$ cat src/rtl/msi_pkg.sv
package msi_pkg;

    typedef enum logic [1:0] {
        LS_I = 2'd0,
        LS_S = 2'd1,
        LS_M = 2'd2
    } line_st_e;

    typedef enum logic [1:0] {
        BC_NONE   = 2'd0,
        BC_RDMISS = 2'd1,
        BC_WRMISS = 2'd2,
        BC_WBACK  = 2'd3
    } bus_cmd_e;

    typedef enum logic [1:0] {
        CF_IDLE  = 2'd0,
        CF_WBACK = 2'd1,
        CF_MISS  = 2'd2
    } ctl_st_e;

endpackage

$ cat src/rtl/msi_snoop_decode.sv
module msi_snoop_decode
    import msi_pkg::*;
#(
    parameter int TAG_W = 6
) (
    input  line_st_e           line_st,
    input  logic [TAG_W-1:0]   line_tag,
    input  logic [TAG_W-1:0]   snp_tag,
    input  logic [1:0]         snp_cmd,
    output line_st_e           next_st,
    output logic               flush,
    output logic               supply
);
    logic match;

    always_comb begin
        match   = (line_st != LS_I) && (line_tag == snp_tag);
        next_st = line_st;
        flush   = 1'b0;
        supply  = 1'b0;
        if (match) begin
            if (snp_cmd == BC_RDMISS) begin
                // another node reads: a dirty copy is flushed and shared
                if (line_st == LS_M) begin
                    next_st = LS_S;
                    flush   = 1'b1;
                    supply  = 1'b1;
                end
            end else if (snp_cmd == BC_WRMISS) begin
                // another node writes: every local copy dies
                next_st = LS_I;
                flush   = (line_st == LS_M);
            end
        end
    end
endmodule

$ cat src/rtl/msi_cpu_decode.sv
module msi_cpu_decode
    import msi_pkg::*;
#(
    parameter int TAG_W = 6
) (
    input  line_st_e           line_st,
    input  logic [TAG_W-1:0]   line_tag,
    input  logic [TAG_W-1:0]   req_tag,
    input  logic               req_we,
    output logic               hit,
    output logic               need_wb,
    output bus_cmd_e           miss_cmd
);
    logic tag_eq;

    always_comb begin
        tag_eq   = (line_tag == req_tag);
        // a write counts as a hit only on a dirty line
        hit      = tag_eq && (req_we ? (line_st == LS_M) : (line_st != LS_I));
        need_wb  = (line_st == LS_M) && !tag_eq;
        miss_cmd = req_we ? BC_WRMISS : BC_RDMISS;
    end
endmodule

$ cat src/rtl/msi_cache_ctrl.sv
module msi_cache_ctrl
    import msi_pkg::*;
#(
    parameter int ADDR_W = 8,
    parameter int DATA_W = 16,
    parameter int LINES  = 4
) (
    input  logic              clk,
    input  logic              rst_n,
    input  logic              cpu_req_valid,
    input  logic              cpu_req_we,
    input  logic [ADDR_W-1:0] cpu_req_addr,
    input  logic [DATA_W-1:0] cpu_req_wdata,
    output logic              cpu_req_ready,
    output logic              cpu_resp_valid,
    output logic [DATA_W-1:0] cpu_resp_rdata,
    output logic              bus_req_valid,
    output logic [1:0]        bus_req_cmd,
    output logic [ADDR_W-1:0] bus_req_addr,
    output logic [DATA_W-1:0] bus_req_wdata,
    input  logic              bus_ack,
    input  logic [DATA_W-1:0] bus_rdata,
    input  logic              snp_valid,
    input  logic [1:0]        snp_cmd,
    input  logic [ADDR_W-1:0] snp_addr,
    output logic              snp_flush,
    output logic              snp_supply,
    output logic              snp_abort,
    output logic [DATA_W-1:0] snp_data
);
    localparam int IDX_W = $clog2(LINES);
    localparam int TAG_W = ADDR_W - IDX_W;

    typedef struct {
        ctl_st_e           fsm;
        logic              we;
        logic [IDX_W-1:0]  idx;
        logic [TAG_W-1:0]  tag;
        logic [DATA_W-1:0] wdata;
        logic              resp_v;
        logic [DATA_W-1:0] resp_d;
        logic              s_flush;
        logic              s_supply;
        logic [DATA_W-1:0] s_data;
        line_st_e          st   [LINES];
        logic [TAG_W-1:0]  ltag [LINES];
        logic [DATA_W-1:0] ldat [LINES];
    } ctl_t;

    ctl_t q, d;

    // ---------------- bus completion this cycle ----------------
    logic              ack_fill, ack_wb;
    line_st_e          fill_st;
    logic [DATA_W-1:0] fill_data;

    assign ack_fill  = (q.fsm == CF_MISS)  && bus_ack;
    assign ack_wb    = (q.fsm == CF_WBACK) && bus_ack;
    assign fill_st   = q.we ? LS_M : LS_S;
    assign fill_data = q.we ? q.wdata : bus_rdata;

    // ---------------- snoop view: line after own bus completion ----------------
    logic [IDX_W-1:0]  snp_idx;
    logic [TAG_W-1:0]  snp_tag;
    line_st_e          sv_st;
    logic [TAG_W-1:0]  sv_tag;
    logic [DATA_W-1:0] sv_dat;
    logic [1:0]        snp_cmd_eff;
    line_st_e          sn_nst;
    logic              sn_flush, sn_supply;

    assign snp_idx     = snp_addr[IDX_W-1:0];
    assign snp_tag     = snp_addr[ADDR_W-1:IDX_W];
    assign snp_cmd_eff = snp_valid ? snp_cmd : BC_NONE;

    always_comb begin
        sv_st  = q.st[snp_idx];
        sv_tag = q.ltag[snp_idx];
        sv_dat = q.ldat[snp_idx];
        if (ack_fill && (q.idx == snp_idx)) begin
            sv_st  = fill_st;
            sv_tag = q.tag;
            sv_dat = fill_data;
        end
        if (ack_wb && (q.idx == snp_idx)) begin
            sv_st = LS_I;
        end
    end

    msi_snoop_decode #(.TAG_W(TAG_W)) u_snp_dec (
        .line_st  (sv_st),
        .line_tag (sv_tag),
        .snp_tag  (snp_tag),
        .snp_cmd  (snp_cmd_eff),
        .next_st  (sn_nst),
        .flush    (sn_flush),
        .supply   (sn_supply)
    );

    // ---------------- processor view: line after the snoop ----------------
    logic [IDX_W-1:0]  cv_idx;
    logic [TAG_W-1:0]  cv_rtag;
    logic              cv_we;
    line_st_e          cv_st;
    logic [TAG_W-1:0]  cv_tag;
    logic [DATA_W-1:0] cv_dat;
    logic              hit, need_wb;
    bus_cmd_e          miss_cmd;

    always_comb begin
        if (q.fsm == CF_IDLE) begin
            cv_idx  = cpu_req_addr[IDX_W-1:0];
            cv_rtag = cpu_req_addr[ADDR_W-1:IDX_W];
            cv_we   = cpu_req_we;
        end else begin
            cv_idx  = q.idx;
            cv_rtag = q.tag;
            cv_we   = q.we;
        end
        cv_st  = q.st[cv_idx];
        cv_tag = q.ltag[cv_idx];
        cv_dat = q.ldat[cv_idx];
        if (ack_wb && (q.idx == cv_idx)) begin
            cv_st = LS_I;
        end
        if (snp_valid && (snp_idx == cv_idx)) begin
            cv_st = sn_nst;
        end
    end

    msi_cpu_decode #(.TAG_W(TAG_W)) u_cpu_dec (
        .line_st  (cv_st),
        .line_tag (cv_tag),
        .req_tag  (cv_rtag),
        .req_we   (cv_we),
        .hit      (hit),
        .need_wb  (need_wb),
        .miss_cmd (miss_cmd)
    );

    // ---------------- next state ----------------
    always_comb begin
        d          = q;
        d.resp_v   = 1'b0;
        d.s_flush  = 1'b0;
        d.s_supply = 1'b0;

        // 1. own bus transaction completes (first in bus order)
        if (ack_fill) begin
            d.st[q.idx]   = fill_st;
            d.ltag[q.idx] = q.tag;
            d.ldat[q.idx] = fill_data;
            d.resp_v      = 1'b1;
            d.resp_d      = fill_data;
            d.fsm         = CF_IDLE;
        end
        if (ack_wb) begin
            d.st[q.idx] = LS_I;
        end

        // 2. another node's transaction
        if (snp_valid) begin
            d.st[snp_idx] = sn_nst;
            d.s_flush     = sn_flush;
            d.s_supply    = sn_supply;
            if (sn_flush) begin
                d.s_data = sv_dat;
            end
        end

        // 3. processor side
        case (q.fsm)
            CF_IDLE: begin
                if (cpu_req_valid) begin
                    d.we    = cpu_req_we;
                    d.idx   = cv_idx;
                    d.tag   = cv_rtag;
                    d.wdata = cpu_req_wdata;
                    if (hit) begin
                        d.resp_v = 1'b1;
                        d.resp_d = cpu_req_we ? cpu_req_wdata : cv_dat;
                        if (cpu_req_we) begin
                            d.ldat[cv_idx] = cpu_req_wdata;
                        end
                    end else if (need_wb) begin
                        d.fsm = CF_WBACK;
                    end else begin
                        d.fsm = CF_MISS;
                    end
                end
            end
            CF_WBACK: begin
                // victim written back, or taken by a snoop
                if (!need_wb) begin
                    d.fsm = CF_MISS;
                end
            end
            default: ;
        endcase
    end

    always_ff @(posedge clk) begin
        if (!rst_n) begin
            q.fsm      <= CF_IDLE;
            q.we       <= 1'b0;
            q.idx      <= '0;
            q.tag      <= '0;
            q.wdata    <= '0;
            q.resp_v   <= 1'b0;
            q.resp_d   <= '0;
            q.s_flush  <= 1'b0;
            q.s_supply <= 1'b0;
            q.s_data   <= '0;
            for (int i = 0; i < LINES; i++) begin
                q.st[i]   <= LS_I;
                q.ltag[i] <= '0;
                q.ldat[i] <= '0;
            end
        end else begin
            q <= d;
        end
    end

    // ---------------- outputs ----------------
    assign cpu_req_ready  = (q.fsm == CF_IDLE);
    assign cpu_resp_valid = q.resp_v;
    assign cpu_resp_rdata = q.resp_d;
    assign bus_req_valid  = (q.fsm != CF_IDLE);
    assign bus_req_cmd    = (q.fsm == CF_WBACK) ? BC_WBACK : miss_cmd;
    assign bus_req_addr   = (q.fsm == CF_WBACK) ? {q.ltag[q.idx], q.idx} : {q.tag, q.idx};
    assign bus_req_wdata  = (q.fsm == CF_WBACK) ? q.ldat[q.idx] : '0;
    assign snp_flush      = q.s_flush;
    assign snp_abort      = q.s_flush;
    assign snp_supply     = q.s_supply;
    assign snp_data       = q.s_data;

endmodule

$ cat config.mk
export PLATFORM = sky130hd
export DESIGN_NAME = msi_cache_ctrl
export DESIGN_NICKNAME = d
export VERILOG_FILES = /design/src/rtl/msi_pkg.sv /design/src/rtl/msi_snoop_decode.sv /design/src/rtl/msi_cpu_decode.sv /design/src/rtl/msi_cache_ctrl.sv
export SDC_FILE = /design/constraint.sdc
export NUM_CORES = 1
export LEC_CHECK = 0
export ABC_AREA = 0
export BUFFER_PORTS_ARGS = -buffer_cell sky130_fd_sc_hd__buf_4
export CAP_MARGIN = 5
export CELL_PAD_IN_SITES_DETAIL_PLACEMENT = 0
export CELL_PAD_IN_SITES_GLOBAL_PLACEMENT = 1
export CORE_ASPECT_RATIO = 0.9
export CORE_MARGIN = 2
export CORE_UTILIZATION = 40
export DETAILED_ROUTE_END_ITERATION = 8
export MAX_ROUTING_LAYER = met4
export PLACE_DENSITY_LB_ADDON = 0.25
export REMOVE_ABC_BUFFERS = 1
export SLEW_MARGIN = 20
export SYNTH_ARGS = -nofsm -noshare
export SYNTH_HDL_FRONTEND = slang
export SYNTH_SLANG_ARGS = --single-unit
$ cat constraint.sdc
create_clock -name clk -period 4.6 [get_ports clk]
set_clock_uncertainty 0.2 [all_clocks]
set_input_delay 0.46 -clock clk [delete_from_list [all_inputs] [get_ports clk]]
set_output_delay 0.46 -clock clk [all_outputs]
set_load 0.02 [all_outputs]
Yosys cells after proc, flatten, opt, wreduce, memory -nomap -nowiden
Cells that the tools add are included.

operators by class
  $lt $le $gt $ge = 6
  equal/unequal tests = 11
  multiplexer cells = 81
  bitwise operators = 5
  reduce and logical (&&, ||, !) cells = 21

operators with widths
  operator                                                               count
  64-bit two-way mux                                                     4
  16-bit two-way mux                                                     12
  64-bit bitwise mux                                                     2
  16-bit binary-select mux with 2-bit select                             3
  96-bit two-way mux                                                     1
  16-bit demux with 2-bit select                                         2
  6-bit two-way mux                                                      9
  17-bit two-way mux                                                     3
  2-bit two-way mux                                                      23
  44-bit two-way mux                                                     1
  6-bit binary-select mux with 2-bit select                              3
  24-bit bitwise mux                                                     1
  8-bit two-way mux                                                      3
  8-bit bitwise mux                                                      2
  6-bit demux with 2-bit select                                          1
  6-bit == test                                                          2
  1-bit logical AND                                                      12
  3-bit >= comparator (second input constant)                            3
  3-bit by 1-bit < comparator with 1-bit output (second input constant)  3
  2-bit inverter with 3-bit output                                       3
  8-bit bitwise AND                                                      1
  2-bit binary-select mux with 2-bit select                              2
  2-bit demux with 2-bit select                                          2
  2-bit == test (second input constant)                                  4
  other kinds (10)                                                       22

storage, ports and cells
  flip-flop bits (word level) = 158
  input bits = 56
  output and inout port bits = 64
  word-level logic and storage cells = 146

Logic depth before layout (Yosys ltp)
Gate-level depths: netlist (run 1).

  depth after elaboration = 17
  gate-level depth with buffers = 13
  gate-level depth less buffers = 9

By module
Synthesis (run 1) repeated with hierarchy kept, for this count alone.

second synthesis, totals
  cell total of the unflattened synthesis = 1207
  area total of the unflattened synthesis = 9988.3 um^2

modules (own cells, without submodules)
  module            instances  cells each  area an instance (um^2)  seq. area each (um^2)
  msi_cache_ctrl    1          1173        9745.6                   3163.0
  msi_snoop_decode  1          21          142.6                    0.0
  msi_cpu_decode    1          13          100.1                    0.0

Worst setup path before layout (run 1)
Ideal clock, no wire load.

  path kind = input -> register
  start point = input snp_addr[0]
  end point = register q[47] in the netlist's numbering
  setup time = 0.130 ns
  data arrival time = 3.032 ns
  required time = 4.270 ns
  setup slack = 1.238 ns
  stages = 11
  path buffers = 2
  path through = buf_6 > mux4_2 > o31ai_1 > a21o_2 > nand4b_4 > nor4_4 > mux2i_4 > nand4_1 > buf_2 > o2111ai_1 > o21ai_0

on the way
  word-level cells in the longest chain between the ends = 17
  elaborated cells between the ends (all ways) = 31
  classes of those cells = eq/ne: 5; mux: 18; bitwise: 1; reduce/logical: 7

RTL lines
  item                                                        line                                        RTL
  start, declared                                             msi_cache_ctrl.sv:25                        input logic [ADDR_W-1:0] snp_addr,
  2-bit inverter with 3-bit output (implied by the code)      msi_cache_ctrl.sv:77, msi_cache_ctrl.sv:78
  2-bit binary-select mux with 2-bit select                   msi_cache_ctrl.sv:77                        sv_st = q.st[snp_idx];
  2-bit two-way mux (implied by the code) (2 in series)       msi_cache_ctrl.sv:77
  2-bit two-way mux                                           msi_cache_ctrl.sv:80                        if (ack_fill && (q.idx == snp_idx)) begin
  2-bit two-way mux                                           msi_cache_ctrl.sv:85                        if (ack_wb && (q.idx == snp_idx)) begin
  2-bit == test                                               msi_snoop_decode.sv:24                      if (line_st == LS_M) begin
  2-bit two-way mux                                           msi_snoop_decode.sv:24
  2-bit two-way mux                                           msi_snoop_decode.sv:22                      if (snp_cmd == BC_RDMISS) begin
  2-bit two-way mux                                           msi_snoop_decode.sv:21                      if (match) begin
  2-bit two-way mux (*)                                       msi_cache_ctrl.sv:126                       if (snp_valid && (snp_idx == cv_idx)) begin
  2-bit == test / 2-bit nonzero test (equally long branches)  msi_cpu_decode.sv:19                        hit = tag_eq && (req_we ? (line_st == LS_M) : (line_st != LS_I));
  1-bit two-way mux (*)                                       msi_cpu_decode.sv:19
  1-bit logical AND (*)                                       msi_cpu_decode.sv:19
  64-bit two-way mux (*)                                      msi_cache_ctrl.sv:179                       if (hit) begin
  64-bit two-way mux (*)                                      msi_cache_ctrl.sv:174                       if (cpu_req_valid) begin
  64-bit two-way mux (*)                                      msi_cache_ctrl.sv:172                       case (q.fsm)
  end, declared                                               msi_cache_ctrl.sv:50                        ctl_t q, d;

Every way passes the cells marked *; elsewhere a longest branch is shown, timed or not. The select of a mux whose other input is x is not followed.
A chain may end at the register's enable or synchronous reset.

Final worst setup path (run 1)
  start point = register q[157] in the netlist's numbering
  end point = register q[11] in the netlist's numbering

on the way
  word-level cells in the longest chain between the ends = 16
  elaborated cells between the ends (all ways) = 50
  classes of those cells = order compare: 2; eq/ne: 8; mux: 27; bitwise: 1; reduce/logical: 12

RTL lines
  item                                                        line                    RTL
  2-bit == test                                               msi_cache_ctrl.sv:57    assign ack_fill = (q.fsm == CF_MISS) && bus_ack;
  1-bit logical AND                                           msi_cache_ctrl.sv:57
  1-bit logical AND                                           msi_cache_ctrl.sv:80
  2-bit two-way mux                                           msi_cache_ctrl.sv:80
  2-bit two-way mux                                           msi_cache_ctrl.sv:85
  2-bit == test                                               msi_snoop_decode.sv:24
  2-bit two-way mux                                           msi_snoop_decode.sv:24
  2-bit two-way mux                                           msi_snoop_decode.sv:22
  2-bit two-way mux                                           msi_snoop_decode.sv:21
  2-bit two-way mux                                           msi_cache_ctrl.sv:126
  2-bit == test / 2-bit nonzero test (equally long branches)  msi_cpu_decode.sv:19
  1-bit two-way mux                                           msi_cpu_decode.sv:19
  1-bit logical AND                                           msi_cpu_decode.sv:19
  64-bit two-way mux                                          msi_cache_ctrl.sv:179
  64-bit two-way mux                                          msi_cache_ctrl.sv:174
  64-bit two-way mux (*)                                      msi_cache_ctrl.sv:172

Marks and branches as above.

==> out/results.tsv, run 1 <==
stage	metric	value	unit
clock_network	postCtsHoldBufs	0	
floorplanning	dieWidth	173	µm
synth	synth_compound_gate_area_share	0.159	
timing	fin_setup_tns	0	ns
synth	synth_top_family_by_area	simple AND/OR/NAND/NOR gates	
worst_hold_path	min_path_type	primary input to flip-flop	
global_routing	grt_antenna_before_repair	0	
layout	area_delta_synth_final	15.0	%
worst_setup_path	r2r_slack	0.56	ns
worst_setup_path	required	4.68	ns
synth	synthCells	1279	
worst_setup_path	end_kind	flip-flop	
floorplanning	ioPinCount	120	
synth	yosys_warnings	0	
synth	synth.area.mux_share	0.214	
floorplanning	die_area	0.0270	mm²
drt	drc	0	
layout	antennaDiodeCount	0	
clock_network	cts_sinks	158	
drt	wl_per_cell	21.1	µm
drt	drtIter0Drc	762	
synth	synth.distinct_cells	68	
power	power-per-cell-area	313	mW/mm²
synth	synth_area_per_cell	8.04	µm²
layout	design_area	0.0118	mm²
place	dp_hpwl	23.1	mm
synth	ys_seq_elements	158	
timing	fin_crit	4.04	ns
floorplanning	core	0.0252	mm²
timing	rsz0062_at_grt	false	
layout	final.fill_count	2552	
synth	synth.area.top_cells	dfxtp_1 31%, nand2_1 12%, mux4_2 10%	
timing	slew_headroom	0.355	
place	placed_cell_area	0.0112	mm²
clock_network	htreeDepth	4	
synth	synth_area	0.0103	mm²
synth	async_flop_share	0	
synth	ys.flop_type	dfxtp_1	
clock_network	insertion_delay	0.43	ns
timing	fin_crit_sh	0.878	
place	placed_cells	1636	
global_routing	grt_usage	0.270	
worst_setup_path	worstPathCellList	buf_4 > nand3b_4 > o31ai_1 > a21oi_1 > nand4b_4 > nor4_4 > mux2i_4 > nand4_4 > mux2i_1 > nor2_1	
synth	synthSimpleGateAreaFrac	0.238	
synth	synth-edff-count	0	
layout	fin_nets	1369	
power	ir_drop	0.000245	V
drt	first_pass_iters	5	
global_routing	gr-total-overflow	0	
clock_network	cts_buffer_depth	2	
floorplanning	die_y	156	µm
worst_setup_path	slowest_delay	0.57	ns
layout	instances_no_fill	1668	
timing	tightest_slew	0.968	ns
timing	clock.fmax	0.248	GHz
clock_network	cts_tree	built	
global_routing	grt_max_degree	84	
clock_network	numCtsBuffers	17	
synth	synth_xor_xnor_area_share	0.00633	
floorplanning	rows	55	
run_status	outcome	finished, final reports clean	
layout	fin_util	0.470	
flow_run	max_cap_viol_count	0	
synth	ys_seq_area_frac	0.308	
clock_network	root_buffer	clkbuf_16	
layout	drive_above_1_share	0.206	
synth	netlist.area_leader.share	0.308	
worst_setup_path	cp_slowest_cell	dfxtp_1	
worst_setup_path	crit_type	flip-flop to flip-flop	
timing	hold_viol	0	
global_routing	grt_pass1_wl	54.4	mm
synth	synthAdderAreaFrac	0	
worst_setup_path	path_max_fanout	16	
clock_network	cts_setup_buffers	0	
timing	drv_slew	0	
drt	final_antenna_net_count	0	
power	p_leak	4.92	nW
clock_network	cts_resized	0	
floorplanning	floorplan.initialDensity	0.408	
timing	final-setup-viol-count	0	
synth	yosysTopAreaCell	dfxtp_1	
drt	via_count	9620	
clock_network	clk_pin_slew	0.07	ns
drt	viasPerCell	5.77	
worst_setup_path	arrival	4.12	ns
place	numPortBuffers	119	
global_routing	grt_pass1_vias	8955	
worst_setup_path	start_kind	flip-flop	
place	place_congestion	0.904	
drt	routed_wl	35.3	mm
-- layer usage --
layer	wire length, µm	GRT usage	vias up
met3	2580	0.0412	47
met2	16100	0.415	401
li1	-	-	4592
met4	607	0.0763	0
met5	0	-	-
met1	16000	0.369	4580
-- path summary, 6_finish.rpt --
path	from	end	depth (start not counted)
min reg2reg	q[136]$_SDFFE_PN0P_	q[136]$_SDFFE_PN0P_	2
min	cpu_req_addr[7]	q[152]$_SDFFE_PN0P_	3
max reg2reg	q[157]$_SDFF_PN0_	q[11]$_SDFF_PN0_	10
max	q[157]$_SDFF_PN0_	q[11]$_SDFF_PN0_	10
-- critical path: cells and delay by family, from the launching register on --
kind | cells | cell delay (ns)
compound gates | 2 | 0.52
buf+inv | 1 | 0.25
flops | 1 | 0.57
mux | 2 | 0.86
simple gates | 5 | 1.49
-- kinds of logic (layout without fill, tap and decap cells) --
| group | after synthesis | in the layout |
|---|---|---|
| AND/OR/NAND/NOR | 542 | 542 |
| XOR/XNOR | 4 | 4 |
| buffers and inverters | 150 | 197 |
| AO/OA/AOI/OAI | 267 | 267 |
| multiplexers | 158 | 158 |
| flip-flops | 158 | 158 |
-- placed cells by master (no fill, tap or decap), types with 3 or more instances in the layout --
master / count
clkinvlp_4: 3
o2111ai_1: 16
nand2_1: 341
inv_1: 7
nand4_4: 3
or3_1: 5
and4_1: 3
buf_12: 3
mux2_2: 8
nor2b_1: 4
clkbuf_16: 17
and3_1: 25
mux2i_1: 102
buf_4: 154
o22ai_1: 3
inv_6: 5
nor3_1: 8
dfxtp_2: 3
mux4_2: 46
and2_1: 6
a21o_1: 3
dfxtp_1: 155
nand3_1: 53
bufinv_16: 3
a211oi_1: 11
nand4_1: 4
o21a_1: 7
o211ai_1: 35
o21ai_1: 10
o221ai_1: 3
o31ai_1: 5
o31a_1: 3
o21ai_0: 90
a21oi_1: 67
inv_8: 3
nor2_1: 66
-- power by group --
group          switching (mW)  total [mW]  internal (mW)
Sequential             0.0473        1.46           1.41
Combinational           0.450       0.700          0.249
Clock                   0.662        1.54          0.876
Total                    1.16        3.70           2.54
-- synthesized netlist by cell type (all sizes together), types with 16 or more instances --
cell	n
nand2	343
dfxtp	158
mux2i	103
o21ai	100
clkbuf	77
a21oi	68
nor2	68
buf	65
nand3	54
mux4	47
o211ai	35
and3	25
o2111ai	16
-- cell type report --
class	instances	area, µm²	share of cell area
Tap cell	342	428	0.0362
Multi-Input combinational cell	971	6360	0.538
Clock buffer	17	425	0.0360
Inverter	8	31.3	0.00264
Clock inverter	15	199	0.0168
Sequential cell	158	3170	0.268
Timing Repair Buffer	157	1220	0.103
-- per-stage QoR --
step	setup slack (ns)	power, mW	hold WS [ns]
finish	0.561	3.70	0.0798
CTS	0.628	3.72	0.0707
global placement	0.526	2.18	0.241
detailed placement	0.435	2.18	0.246
global route	0.380	3.84	0.0786
floorplan	-0.627	1.87	0.236
No activity file was read; power rests on OpenSTA's default activity.
==> run 2: changes to the inputs <==
- CORE_UTILIZATION: 40 -> 44
==> out/results.tsv, run 2 (synthesized netlist as in run 1, its figures left out) <==
stage	metric	value	unit	change
worst_setup_path	required	4.70	ns	+0.02 ns
clock_network	htreeDepth	4		unchanged
place	numPortBuffers	119		unchanged
timing	hold_viol	0		unchanged
global_routing	grt_usage	0.294		+0.0245
timing	fin_setup_tns	0	ns	unchanged
timing	clock.fmax	0.239	GHz	-3.3%
clock_network	numCtsBuffers	17		unchanged
layout	antennaDiodeCount	0		unchanged
place	place_congestion	0.929		+2.8%
floorplanning	ioPinCount	120		unchanged
timing	final-setup-viol-count	0		unchanged
worst_setup_path	end_kind	flip-flop		
clock_network	cts_sinks	158		unchanged
clock_network	insertion_delay	0.44	ns	about the same
layout	fin_util	0.505		+0.0356
floorplanning	rows	53		-3.6%
drt	drc	0		unchanged
drt	first_pass_iters	6		+1
worst_hold_path	whs_path_depth	3		unchanged
clock_network	cts_buffer_depth	2		unchanged
worst_hold_path	whs_endpoint	q[151]$_SDFFE_PN0P_		
power	p_leak	4.87	nW	-0.88%
place	dp_hpwl	22.2	mm	-4.1%
power	total_power	3.59	mW	-2.8%
layout	final_cell_mix	341 x nand2_1, 154 x dfxtp_1, 146 x buf_4, 102 x mux2i_1, 90 x o21ai_0		
layout	fin_nets	1362		-0.51%
timing	tightest_slew	0.997	ns	+0.0296 ns
layout	drive_above_1_share	0.201		-0.00497
power	power-per-cell-area	307	mW/mm²	-1.7%
drt	final_antenna_net_count	0		unchanged
timing	drv_slew	0		unchanged
timing	slew_headroom	0.334		-0.0213
worst_setup_path	start_kind	flip-flop		
global_routing	grt_pass1_vias	9037		+0.92%
worst_setup_path	r2r_end	q[25]$_SDFF_PN0_		
drt	via_count	9713		+0.97%
timing	fin_crit	4.18	ns	+0.137 ns
clock_network	cts_tree	built		
floorplanning	die_area	0.0246	mm²	-8.9%
run_status	outcome	finished, final reports clean		
clock_network	clk_pin_slew	0.07	ns	about the same
worst_hold_path	min_path_type	primary input to flip-flop		
drt	wl_per_cell	21.4	µm	+1.1%
global_routing	gr-total-overflow	0		unchanged
drt	drtIter0Drc	915		+20%
timing	fin_crit_sh	0.908		+0.0298
drt	viasPerCell	5.99		+3.9%
drt	routed_wl	34.7	mm	-1.8%
worst_setup_path	r2r-start	q[157]$_SDFF_PN0_		
floorplanning	core	0.0231	mm²	-8.1%
clock_network	root_buffer	clkbuf_16		
place	placed_cell_area	0.0111	mm²	-0.86%
flow_run	max_cap_viol_count	0		unchanged
layout	area_delta_synth_final	13.7	%	
layout	layout_commonest_cell	nand2_1		
global_routing	grt_max_degree	84		unchanged
power	ir_drop	0.000228	V	-6.9%
worst_setup_path	crit_type	flip-flop to flip-flop		
layout	design_area	0.0117	mm²	-1.2%
floorplanning	die_y	149	µm	-4.5%
worst_hold_path	worstHoldStart	cpu_req_addr[6]		
floorplanning	dieWidth	165	µm	-4.5%
worst_setup_path	path_max_fanout	23		+7
worst_setup_path	arrival	4.28	ns	+0.16 ns
worst_setup_path	r2r_slack	0.42	ns	-0.14 ns
global_routing	grt_pass1_wl	53.0	mm	-2.6%
global_routing	grt_antenna_before_repair	0		unchanged
timing	rsz0062_at_grt	false		
floorplanning	floorplan.initialDensity	0.444		+0.0360
worst_setup_path	rr_worst_depth	10		unchanged
## run 2: cell count changes in the layout (fill, tap and decap cells not counted), sizes merged
cell,change
clkbuf,+3
bufinv,-1
buf,-7
clkinv,+3
inv,-5
## run 2: what timing repair did
action                                 in CTS  in global routing
hold buffers                                0                  0
gates resized for setup                     0                  1
setup endpoints to repair                   0                 32
endpoints found under the hold margin       0                  0
setup buffers                               0                  0
## run 2: worst max-delay path by stage
stage / from / to / slack (ns) / cells past startpoint
after global routing: q[157]$_SDFF_PN0_ / q[30]$_SDFF_PN0_ / 0.16 / 10
after global placement: snp_addr[0] / q[27]$_SDFF_PN0_ / 0.23 / 10
after CTS: q[157]$_SDFF_PN0_ / q[25]$_SDFF_PN0_ / 0.22 / 10
final: q[157]$_SDFF_PN0_ / q[25]$_SDFF_PN0_ / 0.42 / 10
after floorplan: q[153]$_SDFFE_PN0P_ / q[38]$_SDFF_PN0_ / -0.63 / 9
after detailed placement: snp_addr[0] / q[25]$_SDFF_PN0_ / 0.16 / 10
## run 2: per-layer routing
| metal | vias to the layer above | wire length [µm] | track usage |
|---|---|---|---|
| met2 | 438 | 15800 | 0.448 |
| met1 | 4641 | 15500 | 0.401 |
| met4 | 0 | 743 | 0.0922 |
| li1 | 4576 | - | - |
| met3 | 58 | 2640 | 0.0487 |
| met5 | - | 0 | - |
## run 2: final cells by class
cell class	instances	area (µm²)
Fill cell	2259	11500
Clock buffer	20	447
Tap cell	302	378
Timing Repair Buffer	150	1180
Clock inverter	12	136
Inverter	8	31.3
Sequential cell	158	3170
Multi-Input combinational cell	971	6350
## run 2: metrics by stage
stage / hold slack, ns / cells / worst slack (ns)
floorplan: 0.236 / 1137 / -0.627
global placement: 0.241 / 1589 / 0.234
detailed placement: 0.250 / 1589 / 0.164
CTS: 0.0702 / 1621 / 0.216
global route: 0.0713 / 1621 / 0.157
finish: 0.0748 / 1621 / 0.424
## run 2: critical path: stages (launching register included)
cell	delay (ns)
dfxtp_2	0.53
and3b_2	0.33
buf_4	0.35
nand3_4	0.10
o211ai_1	0.45
nor2_1	0.14
nor4_4	0.49
mux2i_4	0.54
nand4_4	0.51
mux2i_1	0.32
nor2_1	0.06
## run 2: where the power goes
| part | switching [mW] | internal, mW | leakage, nW |
|---|---|---|---|
| Combinational | 0.445 | 0.243 | 3.31 |
| Clock | 0.621 | 0.819 | 0.277 |
| Sequential | 0.0508 | 1.41 | 1.28 |
| Total | 1.12 | 2.48 | 4.87 |
